<file path="config.mk">
export PLATFORM = sky130hd
export DESIGN_NAME = reset_source_ctrl
export DESIGN_NICKNAME = d
export VERILOG_FILES = /design/src/rtl/reset_src_pkg.sv /design/src/rtl/rsc_pin_ctrl.sv /design/src/rtl/rsc_pwrup_timer.sv /design/src/rtl/rsc_stack_flags.sv /design/src/rtl/reset_source_ctrl.sv
export SDC_FILE = /design/constraint.sdc
export NUM_CORES = 1
export LEC_CHECK = 0
export ABC_AREA = 1
export ABC_CLOCK_PERIOD_IN_PS = 1300
export BUFFER_PORTS_ARGS = -buffer_cell sky130_fd_sc_hd__buf_2
export CORE_MARGIN = 2
export CORE_UTILIZATION = 53
export CTS_BUF_LIST = sky130_fd_sc_hd__clkbuf_2
export CTS_CLUSTER_SIZE = 24
export DETAILED_ROUTE_END_ITERATION = 8
export PLACE_DENSITY_LB_ADDON = 0.12
export SETUP_SLACK_MARGIN = 0.3
export SLEW_MARGIN = 25
export SYNTH_ARGS = -nofsm -noshare
export SYNTH_HDL_FRONTEND = slang
export SYNTH_SLANG_ARGS = --single-unit
</file>
<file path="constraint.sdc">
create_clock -name clk_i -period 1.3 [get_ports clk_i]
set_clock_uncertainty 0.1 [all_clocks]
set_input_delay 0.13 -clock clk_i [delete_from_list [all_inputs] [get_ports clk_i]]
set_output_delay 0.13 -clock clk_i [all_outputs]
set_load 0.01 [all_outputs]
</file>
<file path="src/rtl/reset_src_pkg.sv">
package reset_src_pkg;

  typedef struct packed {
    logic supply_on;
    logic supply_low;
    logic pin;
    logic watchdog;
    logic stack;
  } rst_req_t;

  function automatic logic req_any(rst_req_t r);
    return |r;
  endfunction

endpackage

</file>
<file path="src/rtl/rsc_pin_ctrl.sv">
module rsc_pin_ctrl #(
  parameter int SYNC_STAGES = 2
) (
  input  logic clk_i,
  input  logic rst_ni,
  input  logic pin_ni,
  input  logic cfg_lvp_i,
  input  logic cfg_pin_rst_i,
  input  logic pin_wpu_i,
  output logic pin_rst_req_o,
  output logic pin_pullup_o,
  output logic pin_data_o
);

  logic [SYNC_STAGES-1:0] sync_q;
  logic                   pin_lvl;
  logic                   role_rst;

  generate
    if (SYNC_STAGES == 1) begin : g_sync1
      always_ff @(posedge clk_i or negedge rst_ni) begin
        if (!rst_ni) sync_q <= '1;
        else         sync_q <= pin_ni;
      end
    end else begin : g_syncn
      always_ff @(posedge clk_i or negedge rst_ni) begin
        if (!rst_ni) sync_q <= '1;
        else         sync_q <= {sync_q[SYNC_STAGES-2:0], pin_ni};
      end
    end
  endgenerate

  assign pin_lvl = sync_q[SYNC_STAGES-1];

  // selection bit only honoured when low-voltage programming is on
  assign role_rst      = !cfg_lvp_i || cfg_pin_rst_i;
  assign pin_rst_req_o = role_rst && !pin_lvl;
  assign pin_pullup_o  = role_rst ? 1'b1 : pin_wpu_i;
  assign pin_data_o    = role_rst ? 1'b0 : pin_lvl;

endmodule

</file>
<file path="src/rtl/rsc_pwrup_timer.sv">
module rsc_pwrup_timer #(
  parameter int CYCLES = 72000
) (
  input  logic clk_i,
  input  logic rst_ni,
  input  logic start_i,
  input  logic enable_i,
  output logic busy_o
);

  localparam int CW = $clog2(CYCLES + 1);
  localparam logic [CW-1:0] LOAD = CW'(CYCLES);

  logic [CW-1:0] cnt_q;

  always_ff @(posedge clk_i or negedge rst_ni) begin
    if (!rst_ni) begin
      cnt_q <= '0;
    end else if (start_i) begin
      cnt_q <= enable_i ? LOAD : '0;
    end else if (cnt_q != '0) begin
      cnt_q <= cnt_q - 1'b1;
    end
  end

  assign busy_o = (cnt_q != '0);

endmodule

</file>
<file path="src/rtl/rsc_stack_flags.sv">
module rsc_stack_flags (
  input  logic clk_i,
  input  logic rst_ni,
  input  logic ovf_i,
  input  logic unf_i,
  input  logic clr_i,
  output logic ovf_flag_o,
  output logic unf_flag_o
);

  logic [1:0] evt;
  logic [1:0] flag_q;

  assign evt = {unf_i, ovf_i};

  generate
    for (genvar i = 0; i < 2; i++) begin : g_flag
      always_ff @(posedge clk_i or negedge rst_ni) begin
        if (!rst_ni)     flag_q[i] <= 1'b0;
        else if (clr_i)  flag_q[i] <= 1'b0;  // clear wins
        else if (evt[i]) flag_q[i] <= 1'b1;
      end
    end
  endgenerate

  assign ovf_flag_o = flag_q[0];
  assign unf_flag_o = flag_q[1];

endmodule

</file>
<file path="src/rtl/reset_source_ctrl.sv">
module reset_source_ctrl
  import reset_src_pkg::*;
#(
  parameter int PWRUP_CYCLES = 72000,
  parameter int SYNC_STAGES  = 2
) (
  input  logic clk_i,
  input  logic rst_ni,
  input  logic por_i,
  input  logic bor_i,
  input  logic mclr_ni,
  input  logic wdt_to_i,
  input  logic stk_ovf_i,
  input  logic stk_unf_i,
  input  logic flag_clr_i,
  input  logic cfg_lvp_i,
  input  logic cfg_pin_rst_i,
  input  logic cfg_pwrup_dis_i,
  input  logic cfg_stk_rst_i,
  input  logic pin_wpu_i,
  output logic sys_rst_o,
  output logic pin_pullup_o,
  output logic pin_data_o,
  output logic stk_ovf_flag_o,
  output logic stk_unf_flag_o
);

  rst_req_t req;
  logic     pin_req;
  logic     pwrup_busy;
  logic     sys_rst_q;

  rsc_pin_ctrl #(.SYNC_STAGES(SYNC_STAGES)) u_pin (
    .clk_i        (clk_i),
    .rst_ni       (rst_ni),
    .pin_ni       (mclr_ni),
    .cfg_lvp_i    (cfg_lvp_i),
    .cfg_pin_rst_i(cfg_pin_rst_i),
    .pin_wpu_i    (pin_wpu_i),
    .pin_rst_req_o(pin_req),
    .pin_pullup_o (pin_pullup_o),
    .pin_data_o   (pin_data_o)
  );

  // only supply events start the delay
  rsc_pwrup_timer #(.CYCLES(PWRUP_CYCLES)) u_pwrup (
    .clk_i   (clk_i),
    .rst_ni  (rst_ni),
    .start_i (por_i || bor_i),
    .enable_i(!cfg_pwrup_dis_i),
    .busy_o  (pwrup_busy)
  );

  rsc_stack_flags u_flags (
    .clk_i     (clk_i),
    .rst_ni    (rst_ni),
    .ovf_i     (stk_ovf_i),
    .unf_i     (stk_unf_i),
    .clr_i     (por_i || flag_clr_i),
    .ovf_flag_o(stk_ovf_flag_o),
    .unf_flag_o(stk_unf_flag_o)
  );

  always_comb begin
    req.supply_on  = por_i;
    req.supply_low = bor_i;
    req.pin        = pin_req;
    req.watchdog   = wdt_to_i;
    req.stack      = cfg_stk_rst_i && (stk_ovf_i || stk_unf_i);
  end

  always_ff @(posedge clk_i or negedge rst_ni) begin
    if (!rst_ni) sys_rst_q <= 1'b1;
    else         sys_rst_q <= req_any(req) || pwrup_busy;
  end

  assign sys_rst_o = sys_rst_q;

endmodule

</file>
=== Word level (Yosys, flattened, before mapping) ===
Index checks and enable logic that the tools add are counted.

* Memories: 0
* Flip-flop bits (word level): 22
* Bits in read-only memories: 0
* Latch bits: 0
* RAM bits: 0
* Output and inout port bits: 5
* Word-level logic and storage cells: 29

* Shifts and indexed selects: 0
* Bitwise operators: 0
* Multipliers: 0
* Reductions and logical operators: 14
* Magnitude comparators: 0
* $add $sub $neg: 1
* Div/mod/pow operators: 0
* Equality and inequality tests: 0
* Mux-type cells: 9

{| class="wikitable"
|+ Operators with widths
! operator !! number
|-
| $mux W17 || 3
|-
| $reduce_bool A17 Y1 || 1
|-
| $sub A17 B1 Y17 const B || 1
|-
| $mux W1 || 6
|-
| $reduce_bool A2 Y1 || 3
|-
| $logic_or A1 B1 Y1 || 5
|-
| $reduce_or A5 Y1 || 1
|-
| $logic_and A1 B1 Y1 || 2
|-
| $logic_not A1 Y1 || 2
|}

=== Depth between registers and ports, before layout ===
Gate-level depths: netlist of run 1.

* Word-level depth: 5
* Mapped depth: 9
* Depth with buffers taken out: 9

=== Cells and area by module ===
Synthesis of run 1 repeated with hierarchy kept, for this count alone.

* Cells, all modules: 175
* Area total of the unflattened synthesis: 1,347.5 um^2

{| class="wikitable"
|+ By module, submodules not included
! module !! instances !! area an instance (um^2) !! seq. area each (um^2) !! cells each
|-
| rsc_pwrup_timer || 1 || 1,133.6 || 425.4 || 150
|-
| rsc_pin_ctrl || 1 || 80.1 || 52.6 || 8
|-
| reset_source_ctrl || 1 || 68.8 || 26.3 || 11
|-
| rsc_stack_flags || 1 || 65.1 || 50.0 || 6
|}

=== Worst setup path before layout of run 1 ===
Ideal clock, no wire load.

* Kind: reg-to-reg
* Start point: register u_pwrup.cnt_q[0]
* End point: register u_pwrup.cnt_q[7]
* Clock period less this slack: 1,450 ps
* Path buffers: 0
* Setup time: 121 ps
* Setup slack: -150 ps
* Stages on the path, launching flop included: 8
* Data arrival time: 1,228 ps
* Cell sequence: dfrtp_1 inv_2 ha_1 nand2_2 nor2_8 nand4_4 clkinv_4 nor3_2

* Longest elaborated chain between the ends: 3

{| class="wikitable"
|+ Ends and longest elaborated chain
! item !! line !! text
|-
| from (decl) || rsc_pwrup_timer.sv:14 || <nowiki>logic [CW-1:0] cnt_q;</nowiki>
|-
| from (signal assigned) || rsc_pwrup_timer.sv:20 || <nowiki>cnt_q <= enable_i ? LOAD : '0;</nowiki>
|-
| from (signal assigned) || rsc_pwrup_timer.sv:22 || <nowiki>cnt_q <= cnt_q - 1'b1;</nowiki>
|-
| $sub A17 B1 Y17 || rsc_pwrup_timer.sv:22 ||
|-
| $mux W17 || rsc_pwrup_timer.sv:21 || <nowiki>end else if (cnt_q != '0) begin</nowiki>
|-
| $mux W17 || rsc_pwrup_timer.sv:19 || <nowiki>end else if (start_i) begin</nowiki>
|}

Parallel ways exist; a longest one is shown, timed or not. The select of a mux whose other input is x is not followed.
A chain may end at the register's enable or synchronous reset.

=== Worst setup path after layout of run 1 ===
* Start point: register u_pwrup.cnt_q[6]
* End point: register u_pwrup.cnt_q[1]

* Longest elaborated chain between the ends: 2

{| class="wikitable"
|+ Ends and longest elaborated chain
! item !! line
|-
| $reduce_bool A17 Y1 || rsc_pwrup_timer.sv:21
|-
| $reduce_bool A2 Y1 (no source line) || --
|}

Every way passes these cells.

==> reports/metrics.cfg, run 1 <==
[outcome]
status = complete, but fails checks
violations = negative setup slack

[timing]
grt_setup_unrepaired = yes
finalMaxSlewViolations = 0
worstMarginPinSlew_ns = 0.490
timing.final.crit_share_pct = 115
setup_tns_ns = -2.96
fmax_mhz = 667
period_needed_ns = 1.50
slew_headroom_pct = 67.3
fin_ws_ns = -0.200
final_hold_viol_count = 0
finalSetupViolCount = 19

[die]
die_height_um = 53.5
fp.dieW_um = 53.5
rows = 17
initial_core_util_pct = 57.5
dieArea_um2 = 2860
coreArea_um2 = 2250
io-pin-count = 19

[global_routing]
grt-ovfl-total = 0
grt_max_degree = 23
grt_pass1_vias = 1269
antenna_found_initial = 0
grt_util_all_layers_pct = 26.6
grt_pass1_wl_mm = 5.52

[setup_path]
reg2reg_slack_ns = -0.20
cp_max_fo = 7
crit_type = register to register
reg2reg_depth = 6
max_stage_delay_ns = 0.47
cp_slowest_cell = dfrtp_1
timing.rr.start = u_pwrup.cnt_q[6]
crit_path_start = u_pwrup.cnt_q[6]
path_cells = nor2_2, nand2_2, nor2_8, nand4_4, nand2_1, o21ai_1
end_kind = register
start_kind = register
arrival_ns = 1.64
critPathRequiredTime_ns = 1.44
r2r_end = u_pwrup.cnt_q[1]

[power]
p_sw_share_pct = 34.7
ir_drop_mv = 0.737
p_leak_nw = 0.958
p_per_area_nw_per_um2 = 887
pwr-share-clk_pct = 17.0
intPower_mw = 1.07
seq_power_share_pct = 47.3
p_comb_share_pct = 35.6
power_switching_mw = 0.567

[routing]
drt_first_iter_violations = 45
route.detailed.drc = 0
num_vias = 1259
wl_mm = 3.36
drt-vias-per-instance = 5.08
post_drt_wl_per_cell_um = 13.5
ant_nets = 0
drtPass1Iterations = 4

[placed_design]
gp_congestion = 0.898
hpwl_mm = 2.19
io_buffer_count = 18
dp.cells = 224
place_area_um2 = 1600

[clock_network]
cts_max_level = 1
cts_tree = built
clock_sinks = 22
root_buffer = clkbuf_2
numCtsBuffers = 3
clk_latency_ns = 0.33
cts_max_path_buffers = 2
clkSlewWorstSetupHoldPaths_ns = 0.22

[logic_synthesis]
yosysTopAreaCell = dfrtp_1
yosysUniqueCellTypes = 28
synth.top_cell.area_share_pct = 36.6
synth-seq-cells = 22
synth-main-ff-cell = dfrtp_1
ys.warnings.count = 0
yosysMostFrequentCell = nand2_1
synth_area_per_cell_um2 = 8.06
async_flop_share_pct = 100
synth_area_um2 = 1300
synth-edff-count = 0
synthTopCellsByCount = nand2_1, inv_1, nand3_1
netlist_top_cells_area = dfrtp_1, nand2_1, nand3_1
synth_nets = 176
synth_cells = 161
yosysSeqAreaShare_pct = 42.7

[cells_and_area]
area_delta_synth_final_pct = 41.8
stdcell_area_um2 = 1840
fin_cells = 248
n_antenna_cell = 0
drive_gt1_share_pct = 45.9
nets = 236

[min_path]
whs_path_depth = 4
hp-start = bor_i
hold_path_end = u_pwrup.cnt_q[15]
hp-class = primary input to register

[flow_run]
max-cap-violations = 0

## kinds of logic after synthesis
kind of cell             count (synthesis)  synth area share, %
AND/OR/NAND/NOR                        101                 41.9
buffers and inverters                   26                 8.00
flip-flops                              22                 42.7
AO/OA/AOI/OAI                           10                 5.79
XOR/XNOR                                 1                0.675
adder cells (fa/ha/maj)                  1                0.964
## power groups by stage
stage	Clock (mW)	Sequential, mW	Combinational (mW)
2_1_floorplan	0	0.772	0.309
3_3_place_gp	0	0.774	0.459
3_5_place_dp	0	0.776	0.476
4_1_cts	0.280	0.767	0.528
5_1_grt	0.307	0.777	0.639
6_report	0.278	0.773	0.581
## through the flow
| step | power [mW] | util [%] | hold WS (ns) | worst slack, ns |
|---|---|---|---|---|
| 6_report | 1.63 | 81.6 | 0.0261 | -0.200 |
| 5_1_grt | 1.72 | 81.6 | 0.0323 | -0.309 |
| 4_1_cts | 1.57 | 78.2 | 0.0155 | -0.182 |
| 3_5_place_dp | 1.25 | 70.9 | 0.0160 | -0.176 |
| 3_3_place_gp | 1.23 | 70.9 | 0.0115 | -0.130 |
| 2_1_floorplan | 1.08 | - | -0.266 | -0.0328 |
## what timing repair did
action | in CTS | in global routing
hold endpoints to repair | 26 | 0
gates resized for setup | 7 | 12
pin swaps | 14 | 8
hold buffers | 6 | 0
buffers inserted | 8 | 5
cloned | 1 | 0
endpoints found under the setup margin | 22 | 24
## registers in the layout, indices dropped and copies added, names as in the netlist
name	cells
sys_rst_o	1
u_flags.ovf_flag_o	1
u_pin.sync_q	2
u_flags.unf_flag_o	1
u_pwrup.cnt_q	17
## critical path: cells and delay by family (launching register included)
family	cells	cell delay, ns
and+or+nand+nor	5	0.79
DFF	1	0.47
AOI/OAI and AO/OA	1	0.06
## worst max-delay path by stage
| stage | end | slack (ns) | depth (start not counted) |
|---|---|---|---|
| 2_1_floorplan | u_pwrup.cnt_q[16] | -0.03 | 7 |
| 3_3_place_gp | u_pwrup.cnt_q[15] | -0.13 | 7 |
| 3_5_place_dp | u_pwrup.cnt_q[16] | -0.18 | 6 |
| 4_1_cts | u_pwrup.cnt_q[16] | -0.18 | 7 |
| 5_1_grt | u_pwrup.cnt_q[16] | -0.31 | 6 |
| 6_report | u_pwrup.cnt_q[1] | -0.20 | 6 |
## per-layer routing
layer	up-vias	GRT usage, %	wire length, µm
li1	634	-	-
met5	-	0	0
met4	0	6.41	66
met1	585	33.0	1370
met3	8	4.24	143
met2	32	47.7	1780
## cells in the final DEF (no fill, tap or decap), drive strengths merged
master and count:
dfrtp 19, o21bai 1, or2 5, o211ai 1, a211oi 1, o21a 1, nand2 34, clkinv 3
dlygate4sd3 6, o21ai 2, nand3 22, xor2 1, buf 49, dfstp 3, a21oi 3, a31o 1
nor3 2, ha 1, nor2 32, clkbuf 3, inv 24, nand4 6
## area by class of cell
| type | instances | area (µm²) |
|---|---|---|
| clock inverter | 1 | 3.75 |
| sequential | 22 | 556 |
| multi-input combinational | 113 | 729 |
| tap | 28 | 35.0 |
| timing repair inverter | 1 | 8.76 |
| timing repair buffer | 55 | 393 |
| clock buffer | 3 | 15.0 |
| inverter | 25 | 98.8 |
| fill | 141 | 415 |
Note: power is estimated with default switching activity, not from simulation.
==> run 2, diff against run 1 <==
- ABC_AREA: 1 -> 0
- CORE_MARGIN: 2 -> not set
- CORE_UTILIZATION: 53 -> 52
==> run 2 against run 1 <==
  * The run now fails in 4_1_cts
  * Synthesized area fell by 11%
  * Synthesized cell count fell by 23%
==> reports/metrics.cfg, run 2 <==
[die]
rows = 16  ; was 17
die_height_um = 49.2  ; was 53.5 µm
fp.dieW_um = 49.2  ; was 53.5 µm
initial_core_util_pct = 57.2  ; was 57.5%
io-pin-count = 19  ; unchanged

[outcome]
lastStage = 4_1_cts
status = stopped before the end  ; was complete, but fails checks
error_line = [ERROR DPL-0033] detailed placement checks failed during check placement.

[logic_synthesis]
synth_top_family_by_area = simple AND/OR/NAND/NOR gates  ; unchanged
synthTopCellsByCount = dfrtp_1, nor2_1, nand2_1  ; was nand2_1, inv_1, nand3_1
yosysUniqueCellTypes = 38  ; was 28
synth_compound_area_share_pct = 12.9  ; was 5.79%
yosysSeqAreaShare_pct = 47.9  ; was 42.7%
synthMuxAreaShare_pct = 0.866  ; was 0%
synth-seq-cells = 22  ; unchanged
synth-edff-count = 0  ; unchanged
yosys.area_share.simple_pct = 31.6  ; was 41.9%
synth_cells = 124  ; was 161
synth.top_cell.area_share_pct = 41.1  ; was 36.6%
synthAdderAreaFrac_pct = 1.08  ; was 0.964%
netlist_top_cells_area = dfrtp_1, dfstp_2, nor2_1  ; was dfrtp_1, nand2_1, nand3_1
async_flop_share_pct = 100  ; unchanged
synth-main-ff-cell = dfrtp_1  ; unchanged
yosysMostFrequentCell = dfrtp_1  ; was nand2_1
synth_nets = 139  ; was 176
synthXorXnorAreaFrac_pct = 3.03  ; was 0.675%
yosysTopAreaCell = dfrtp_1  ; unchanged
ys.warnings.count = 0  ; unchanged
synth_area_per_cell_um2 = 9.32  ; was 8.06 µm²
synth_area_um2 = 1160  ; was 1300 µm²

[clock_network]
postCtsHoldBufs = 8  ; was 6
root_buffer = clkbuf_2  ; unchanged
cts.repair.resized = 52  ; was 7
clock_sinks = 22  ; unchanged
numCtsBuffers = 3  ; unchanged
cts_max_path_buffers = 2  ; unchanged
cts_setup_buffers = 15  ; was 8
cts_max_level = 1  ; unchanged

[placed_design]
gp_congestion = 0.887  ; was 0.898
hpwl_mm = 2.32  ; was 2.19 mm
io_buffer_count = 18  ; unchanged

## run 2: changes by cell type after synthesis, sizes merged, moves of 4 or more
cell / delta
inv: -20
or3: +4
or4: +5
nor4: +5
nor2: -17
nand2: -23
nor3: +7
o21ai: +5
nand3: -20
## run 2: cell families after synthesis
kind of cell	count (synthesis)
AOI/OAI and AO/OA	23
and+or+nand+nor	67
muxes	1
buffers and inverters	6
DFF	22
xor gates and xnor gates	4
adders and majority gates	1
## run 2: metrics by stage
| step | worst slack, ns | cells | hold WS, ns | setup TNS, ns | area [µm²] |
|---|---|---|---|---|---|
| floorplan | -0.716 | 124 | -0.266 | -6.75 | 1180 |
| global placement | -0.684 | 200 | 0.00811 | -7.80 | 1530 |
| detailed placement | -0.746 | 200 | 0.0175 | -8.78 | 1530 |
==> run 3, diff against run 2 <==
- ABC_CLOCK_PERIOD_IN_PS: 1300 -> 1700
- CORE_AREA: not set -> 2 2 63 65
- CORE_UTILIZATION: 52 -> not set
- CTS_BUF_LIST: sky130_fd_sc_hd__clkbuf_2 -> not set
- CTS_CLUSTER_SIZE: 24 -> not set
- DIE_AREA: not set -> 0 0 65 67
- PLACE_DENSITY_LB_ADDON: 0.12 -> 0.15
- SETUP_SLACK_MARGIN: 0.3 -> not set
- clock period: 1.3 -> 1.7 ns (I/O delays scaled with it)
==> run 3 against run 2 <==
  * The flow now finishes, with violations (negative setup slack)
  * Synthesized area is the same
  * Synthesized cell count is the same
==> reports/metrics.cfg, run 3 <==
[routing]
post_drt_wl_per_cell_um = 14.9
drt-vias-per-instance = 5.17
wl_mm = 3.44
drt_first_iter_violations = 60
route.detailed.drc = 0
ant_nets = 0
num_vias = 1194
drtPass1Iterations = 4

[logic_synthesis]
yosysMostFrequentCell = dfrtp_1  ; unchanged
synth_area_per_cell_um2 = 9.32  ; unchanged
yosysUniqueCellTypes = 38  ; unchanged
yosysTopAreaCell = dfrtp_1  ; unchanged
synth-edff-count = 0  ; unchanged
synth_cells = 124  ; unchanged
yosysSeqAreaShare_pct = 47.9  ; unchanged
synth-seq-cells = 22  ; unchanged
async_flop_share_pct = 100  ; unchanged
synthTopCellsByCount = dfrtp_1, nor2_1, nand2_1  ; unchanged
synth-main-ff-cell = dfrtp_1  ; unchanged
ys.warnings.count = 0  ; unchanged
netlist_top_cells_area = dfrtp_1, dfstp_2, nor2_1  ; unchanged
synth_nets = 139  ; unchanged
synth.top_cell.area_share_pct = 41.1  ; unchanged
synth_area_um2 = 1160  ; unchanged

[die]
dieArea_um2 = 4360
rows = 22  ; was 16
coreArea_um2 = 3610
fp.dieW_um = 65  ; was 49.2 µm
initial_core_util_pct = 32.1  ; was 57.2%
io-pin-count = 19  ; unchanged
die_height_um = 67  ; was 49.2 µm

[setup_path]
cp_slowest_cell = or4_4
path_buf_inv = 1
r2r_end = u_pwrup.cnt_q[10]
arrival_ns = 2.11
timing.rr.start = u_pwrup.cnt_q[0]
reg2reg_slack_ns = -0.31
end_kind = register
crit_type = register to register
reg2reg_depth = 6
cp_max_fo = 2
critPathRequiredTime_ns = 1.80
start_kind = register
crit_family = simple AND/OR/NAND/NOR gates
path_cells = inv_2, ha_4, or3b_4, or3_4, or4_4, a21oi_2
max_stage_delay_ns = 0.42

[global_routing]
grt_max_degree = 23
grt_pass1_wl_mm = 5.48
antenna_found_initial = 0
grt_pass1_vias = 1215
grt_util_all_layers_pct = 16.4
grt-ovfl-total = 0

[power]
ir_drop_mv = 0.404
intPower_mw = 1.01
power_switching_mw = 0.447
p_leak_nw = 0.843
p_sw_share_pct = 30.6
p_comb_share_pct = 33.4
pwr-share-clk_pct = 26.5
seq_power_share_pct = 40.0
p_per_area_nw_per_um2 = 774
finalPower_mw = 1.46

[cells_and_area]
regMostFlops = u_pwrup.cnt_q
drive_gt1_share_pct = 51.4
n_antenna_cell = 0
mostFrequentLayoutCells = buf_4, dfrtp_1, buf_2
final_common_cell = buf_4
area_delta_synth_final_pct = 63.0
largest_reg_flops = 17
final_util_pct = 52.3
nets = 199
reg.largest.list = u_pwrup.cnt_q: 17 flops, u_pin.sync_q: 2 flops
stdcell_area_um2 = 1880

[clock_network]
clkSlewWorstSetupHoldPaths_ns = 0.08
cts_tree = built
clock_sinks = 22  ; unchanged
clk_latency_ns = 0.27
root_buffer = clkbuf_8  ; was clkbuf_2
numCtsBuffers = 3  ; unchanged
cts_max_path_buffers = 2  ; unchanged
cts_max_level = 1  ; unchanged

[timing]
period_needed_ns = 2.01
finalMaxSlewViolations = 0
grt_setup_unrepaired = yes
final_hold_viol_count = 0
finalSetupViolCount = 13
worstMarginPinSlew_ns = 0.718
slew_headroom_pct = 51.7
fmax_mhz = 498
fin_ws_ns = -0.310
timing.final.crit_share_pct = 118

[placed_design]
io_buffer_count = 18  ; unchanged
hpwl_mm = 2.33  ; was 2.32 mm
place_area_um2 = 1490  ; was 1530 µm²
gp_congestion = 0.788  ; was 0.887

[min_path]
hold_path_end = sys_rst_o
hp-start = wdt_to_i
hp-class = primary input to register
whs_path_depth = 3

[outcome]
violations = negative setup slack
status = complete, but fails checks  ; was stopped before the end

[flow_run]
max-cap-violations = 0

## run 3: cell counts after synthesis
No cell type changed its count.
## run 3: layout make-up
class | count | area [µm²]
fill | 335 | 1720
multi-input combinational | 96 | 782
sequential | 22 | 554
timing repair buffer | 57 | 418
tap | 48 | 60.1
clock buffer | 4 | 55.1
inverter | 4 | 15.0
## run 3: what timing repair did
item,CTS,global route
resized for setup,17,33
endpoints found under the setup margin,17,18
gates cloned,0,0
endpoints found under the hold margin,22,0
setup buffers,4,7
pin swaps,2,12
hold buffers,5,0
## run 3: layer usage
layer	track usage, %	vias up	wire (µm)
met5	0	-	0
met2	27.7	20	1770
li1	-	582	-
met3	4.39	7	96
met4	3.72	0	34
met1	21.0	585	1540
## run 3: worst max path at each step
stage | from | end | depth (start not counted)
2_1_floorplan | u_pwrup.cnt_q[0] | u_pwrup.cnt_q[10] | 6
3_3_place_gp | u_pwrup.cnt_q[0] | u_pwrup.cnt_q[10] | 6
3_5_place_dp | u_pwrup.cnt_q[0] | u_pwrup.cnt_q[10] | 6
4_1_cts | u_pwrup.cnt_q[0] | u_pwrup.cnt_q[10] | 6
5_1_grt | u_pwrup.cnt_q[1] | u_pwrup.cnt_q[10] | 6
6_report | u_pwrup.cnt_q[0] | u_pwrup.cnt_q[10] | 6
## run 3: metrics by stage
step                      hold WS [ns]  TNS, ns  instances  setup slack [ns]
final                           0.0431    -1.30        231            -0.310
after CTS                       0.0417    -1.54        225            -0.353
after detailed placement        0.0705    -1.82        212            -0.379
after floorplan                 -0.226   -0.658        124            -0.316
after global placement          0.0675    -1.42        212            -0.313
after global routing            0.0584    -2.52        231            -0.370
## run 3: worst reg2reg max path, stage by stage (launching register included)
cell     delay [ns]
dfrtp_1        0.39
inv_2          0.08
ha_4           0.13
or3b_4         0.37
or3_4          0.34
or4_4          0.42
a21oi_2        0.12
## run 3: power by group through the flow
stage	Sequential [mW]	Combinational, mW	Clock, mW
2_1_floorplan	0.601	0.174	0
3_3_place_gp	0.590	0.338	0
3_5_place_dp	0.591	0.344	0
4_1_cts	0.582	0.404	0.394
5_1_grt	0.589	0.528	0.419
6_report	0.584	0.488	0.387
## run 3: cell families after synthesis
logic type | after synthesis | share of synthesized area [%]
fa+ha+maj | 1 | 1.08
mux | 1 | 0.866
buf+inv | 6 | 2.60
flops | 22 | 47.9
simple gates | 67 | 31.6
compound gates | 23 | 12.9
xor+xnor | 4 | 3.03
==> run 4, diff against run 3 <==
- SYNTH_HIERARCHICAL: not set -> 1
==> run 4 against run 3 <==
  * The run still ends with negative setup slack left
  * Critical path type unchanged
  * Synthesized cell count fell by 7.3%
  * Flip-flop and latch count is the same
  * Die area is the same
  * Wire length rose by 0.49%
  * Critical path depth did not move
  * First-iteration DRC count down 35%
  * Hold slack got worse by 0.0012 ns
  * Fmax increased by 3.8%
==> reports/metrics.cfg, run 4 <==
[die]
initial_core_util_pct = 33.6  ; was 32.1%
rows = 22  ; unchanged
coreArea_um2 = 3610  ; unchanged
dieArea_um2 = 4360  ; unchanged
io-pin-count = 19  ; unchanged
fp.dieW_um = 65  ; unchanged
die_height_um = 67  ; unchanged

[cells_and_area]
n_antenna_cell = 0  ; unchanged
reg.largest.list = u_pwrup/cnt_q: 17 flops, u_pin/sync_q: 2 flops  ; was u_pwrup.cnt_q: 17 flops, u_pin.sync_q: 2 flops
multi_input_area_um2 = 837  ; was 782 µm²
seq_area_um2 = 554  ; unchanged
drive_gt1_share_pct = 61.6  ; was 51.4%
largest_reg_flops = 17  ; unchanged
mostFrequentLayoutCells = buf_4, dfrtp_1, buf_2  ; unchanged
regMostFlops = u_pwrup/cnt_q  ; was u_pwrup.cnt_q
final_common_cell = buf_4  ; unchanged
area_delta_synth_final_pct = 61.7  ; was 63.0%
nets = 193  ; was 199
fin_cells = 225  ; was 231
nFillCells = 323  ; was 335

[routing]
route.detailed.drc = 0  ; unchanged
ant_nets = 0  ; unchanged
drt_first_iter_violations = 39  ; was 60
num_vias = 1137  ; was 1194
post_drt_wl_per_cell_um = 15.4  ; was 14.9 µm
drtPass1Iterations = 4  ; unchanged
wl_mm = 3.46  ; was 3.44 mm
drt-vias-per-instance = 5.05  ; was 5.17

[global_routing]
use_met1_pct = 21.2  ; was 21.0%
grtUsageMet3_pct = 2.36  ; was 4.39%
grt_util_all_layers_pct = 16.3  ; was 16.4%
met2_usage_pct = 28.2  ; was 27.7%
grt_pass1_wl_mm = 5.39  ; was 5.48 mm
antenna_found_initial = 0  ; unchanged
grt_pass1_vias = 1126  ; was 1215
grt_max_degree = 23  ; unchanged
busiest_layer = met2  ; unchanged
grt-ovfl-total = 0  ; unchanged

[power]
power_switching_mw = 0.472  ; was 0.447 mW
seq_power_share_pct = 38.8  ; was 40.0%
p_sw_share_pct = 31.2  ; was 30.6%
p_leak_nw = 0.891  ; was 0.843 nW
pwr-share-clk_pct = 24.9  ; was 26.5%
p_comb_share_pct = 36.2  ; was 33.4%
ir_drop_mv = 0.365  ; was 0.404 mV
intPower_mw = 1.04  ; was 1.01 mW
finalPower_mw = 1.51  ; was 1.46 mW
p_per_area_nw_per_um2 = 772  ; was 774 nW/µm²

[outcome]
violations = negative setup slack  ; unchanged
status = complete, but fails checks  ; unchanged

[placed_design]
hpwl_mm = 2.32  ; was 2.33 mm
dp.cells = 210  ; was 212
io_buffer_count = 18  ; unchanged
gp_congestion = 0.924  ; was 0.788
place_ws_ns = -0.325  ; was -0.379 ns

[logic_synthesis]
synth_compound_area_share_pct = 15.4  ; was 12.9%
yosysUniqueCellTypes = 44  ; was 38
synth-edff-count = 0  ; unchanged
synth_area_per_cell_um2 = 10.5  ; was 9.32 µm²
synth_top_family_by_area = simple AND/OR/NAND/NOR gates  ; unchanged
synthMuxAreaShare_pct = 0.929  ; was 0.866%
synth.top_cell.area_share_pct = 39.2  ; was 41.1%
synth_nets = 130  ; was 139
synthTopCellsByCount = dfrtp_1, o21ai_0, a21oi_1  ; was dfrtp_1, nor2_1, nand2_1
synth-seq-cells = 22  ; unchanged
synthXorXnorAreaFrac_pct = 2.89  ; was 3.03%
synthAdderAreaFrac_pct = 1.03  ; was 1.08%
ys.warnings.count = 6  ; was 0
yosysMostFrequentCell = dfrtp_1  ; unchanged
async_flop_share_pct = 100  ; unchanged
synth_cells = 115  ; was 124
yosys.area_share.simple_pct = 29.7  ; was 31.6%
netlist_top_cells_area = dfrtp_1, dfstp_2, o21ai_0  ; was dfrtp_1, dfstp_2, nor2_1
synth-main-ff-cell = dfrtp_1  ; unchanged
synth_area_um2 = 1210  ; was 1160 µm²
yosysSeqAreaShare_pct = 45.7  ; was 47.9%
yosysTopAreaCell = dfrtp_1  ; unchanged

[clock_network]
cts_tree = built  ; unchanged
clk_latency_ns = 0.26  ; was 0.27 ns
cts_max_level = 1  ; unchanged
numCtsBuffers = 3  ; unchanged
clock_sinks = 22  ; unchanged
root_buffer = clkbuf_8  ; unchanged
cts_max_path_buffers = 2  ; unchanged
clkSlewWorstSetupHoldPaths_ns = 0.08  ; about the same

[setup_path]
cp.depth = 6  ; unchanged
crit_path_start = u_pwrup/cnt_q[8]  ; was u_pwrup.cnt_q[0]
path_buf_inv = 1  ; unchanged
timing.rr.start = u_pwrup/cnt_q[8]  ; was u_pwrup.cnt_q[0]
reg2reg_depth = 6  ; unchanged
critPathRequiredTime_ns = 1.79  ; was 1.80 ns
crit_family = simple AND/OR/NAND/NOR gates  ; unchanged
cp_max_fo = 7  ; was 2
cp_slowest_cell = or4_4  ; unchanged
start_kind = register  ; unchanged
path_cells = or4_4, or3_4, nor2_8, inv_4, nor3_4, nand3b_4  ; was inv_2, ha_4, or3b_4, or3_4, or4_4, a21oi_2
max_stage_delay_ns = 0.54  ; was 0.42 ns
crit_type = register to register  ; unchanged
arrival_ns = 2.02  ; was 2.11 ns
end_kind = register  ; unchanged

[timing]
grt_setup_unrepaired = yes  ; unchanged
fin_ws_ns = -0.236  ; was -0.310 ns
final_hold_viol_count = 0  ; unchanged
slew_headroom_pct = 65.3  ; was 51.7%
finalSetupViolCount = 18  ; was 13
fmax_mhz = 517  ; was 498 MHz
worstMarginPinSlew_ns = 0.521  ; was 0.718 ns
period_needed_ns = 1.94  ; was 2.01 ns
timing.final.crit_share_pct = 114  ; was 118%
finalMaxSlewViolations = 0  ; unchanged

[min_path]
whs_path_depth = 3  ; unchanged
hp-class = primary input to register  ; unchanged
hp-start = wdt_to_i  ; unchanged

[flow_run]
max-cap-violations = 0  ; unchanged

==> run 4: cell types whose count changed after synthesis, sizes merged, moves of 2 or more <==
cell	delta
nand4	-2
nor2	-8
o21ba	+2
nand2	-5
a21oi	+2
o41ai	+2
a41o	-3
nor3	-2
a31oi	-3
o31ai	+4
nand3b	+2
==> run 4: timing repair <==
action | 4_1_cts | 5_1_grt
pin swaps | 8 | 11
gates resized for setup | 21 | 19
setup endpoints to repair | 17 | 18
setup buffers | 3 | 6
hold buffers | 2 | 0
hold endpoints to repair | 20 | 0
==> run 4: layer usage <==
metal / vias up / part of all wire, %
met3: 4 / 2.3
met1: 575 / 43
met5: - / 0
met4: 0 / 0.61
li1: 548 / -
met2: 10 / 54
==> run 4: worst min-delay path, cell delays in order <==
cell and delay [ns]:
buf_2 0.10, nor3_4 0.05, nand3b_4 0.06
==> run 4: stage by stage <==
| stage | instance area [µm²] | hold WS [ns] | setup TNS (ns) | util (%) |
|---|---|---|---|---|
| 6_report | 1960 | 0.0418 | -2.86 | 54.4 |
| 5_1_grt | 1960 | 0.0409 | -3.97 | 54.4 |
| 4_1_cts | 1820 | 0.0385 | -2.57 | 50.5 |
| 3_5_place_dp | 1620 | 0.0744 | -4.09 | 44.8 |
| 3_3_place_gp | 1620 | 0.0698 | -3.55 | 44.8 |
| 2_1_floorplan | 1260 | -0.226 | -2.07 | - |
==> run 4: path summary, 6_finish.rpt <==
kind / to / slack [ns]
worst max-delay path: sys_rst_o / -0.24
worst min-delay path: sys_rst_o / 0.04
worst max register to register: sys_rst_o / -0.24
min in group asynchronous: u_pwrup/cnt_q[6] / 0.31
max in group asynchronous: u_pin/sync_q[0] / 0.83
worst min register to register: u_pin/sync_q[1] / 0.26
==> run 4: cell type report <==
type	instances	share of cell area, %
Inverter	5	1.08
Timing Repair Buffer	61	22.1
Multi-Input combinational cell	85	42.7
Clock buffer	4	2.81
Sequential cell	22	28.3
Tap cell	48	3.06
==> run 4: cells by family after synthesis <==
logic type	after synthesis
and+or+nand+nor	51
AOI/OAI and AO/OA	28
DFF	22
buffers and inverters	8
xor gates and xnor gates	4
muxes	1
adders and majority gates	1
==> run 4: power groups by stage <==
stage | clock network (mW) | logic [mW] | registers (mW)
finish | 0.377 | 0.549 | 0.588
CTS | 0.390 | 0.467 | 0.589
floorplan | 0 | 0.206 | 0.605
global placement | 0 | 0.398 | 0.593
detailed placement | 0 | 0.403 | 0.595
global route | 0.409 | 0.589 | 0.593
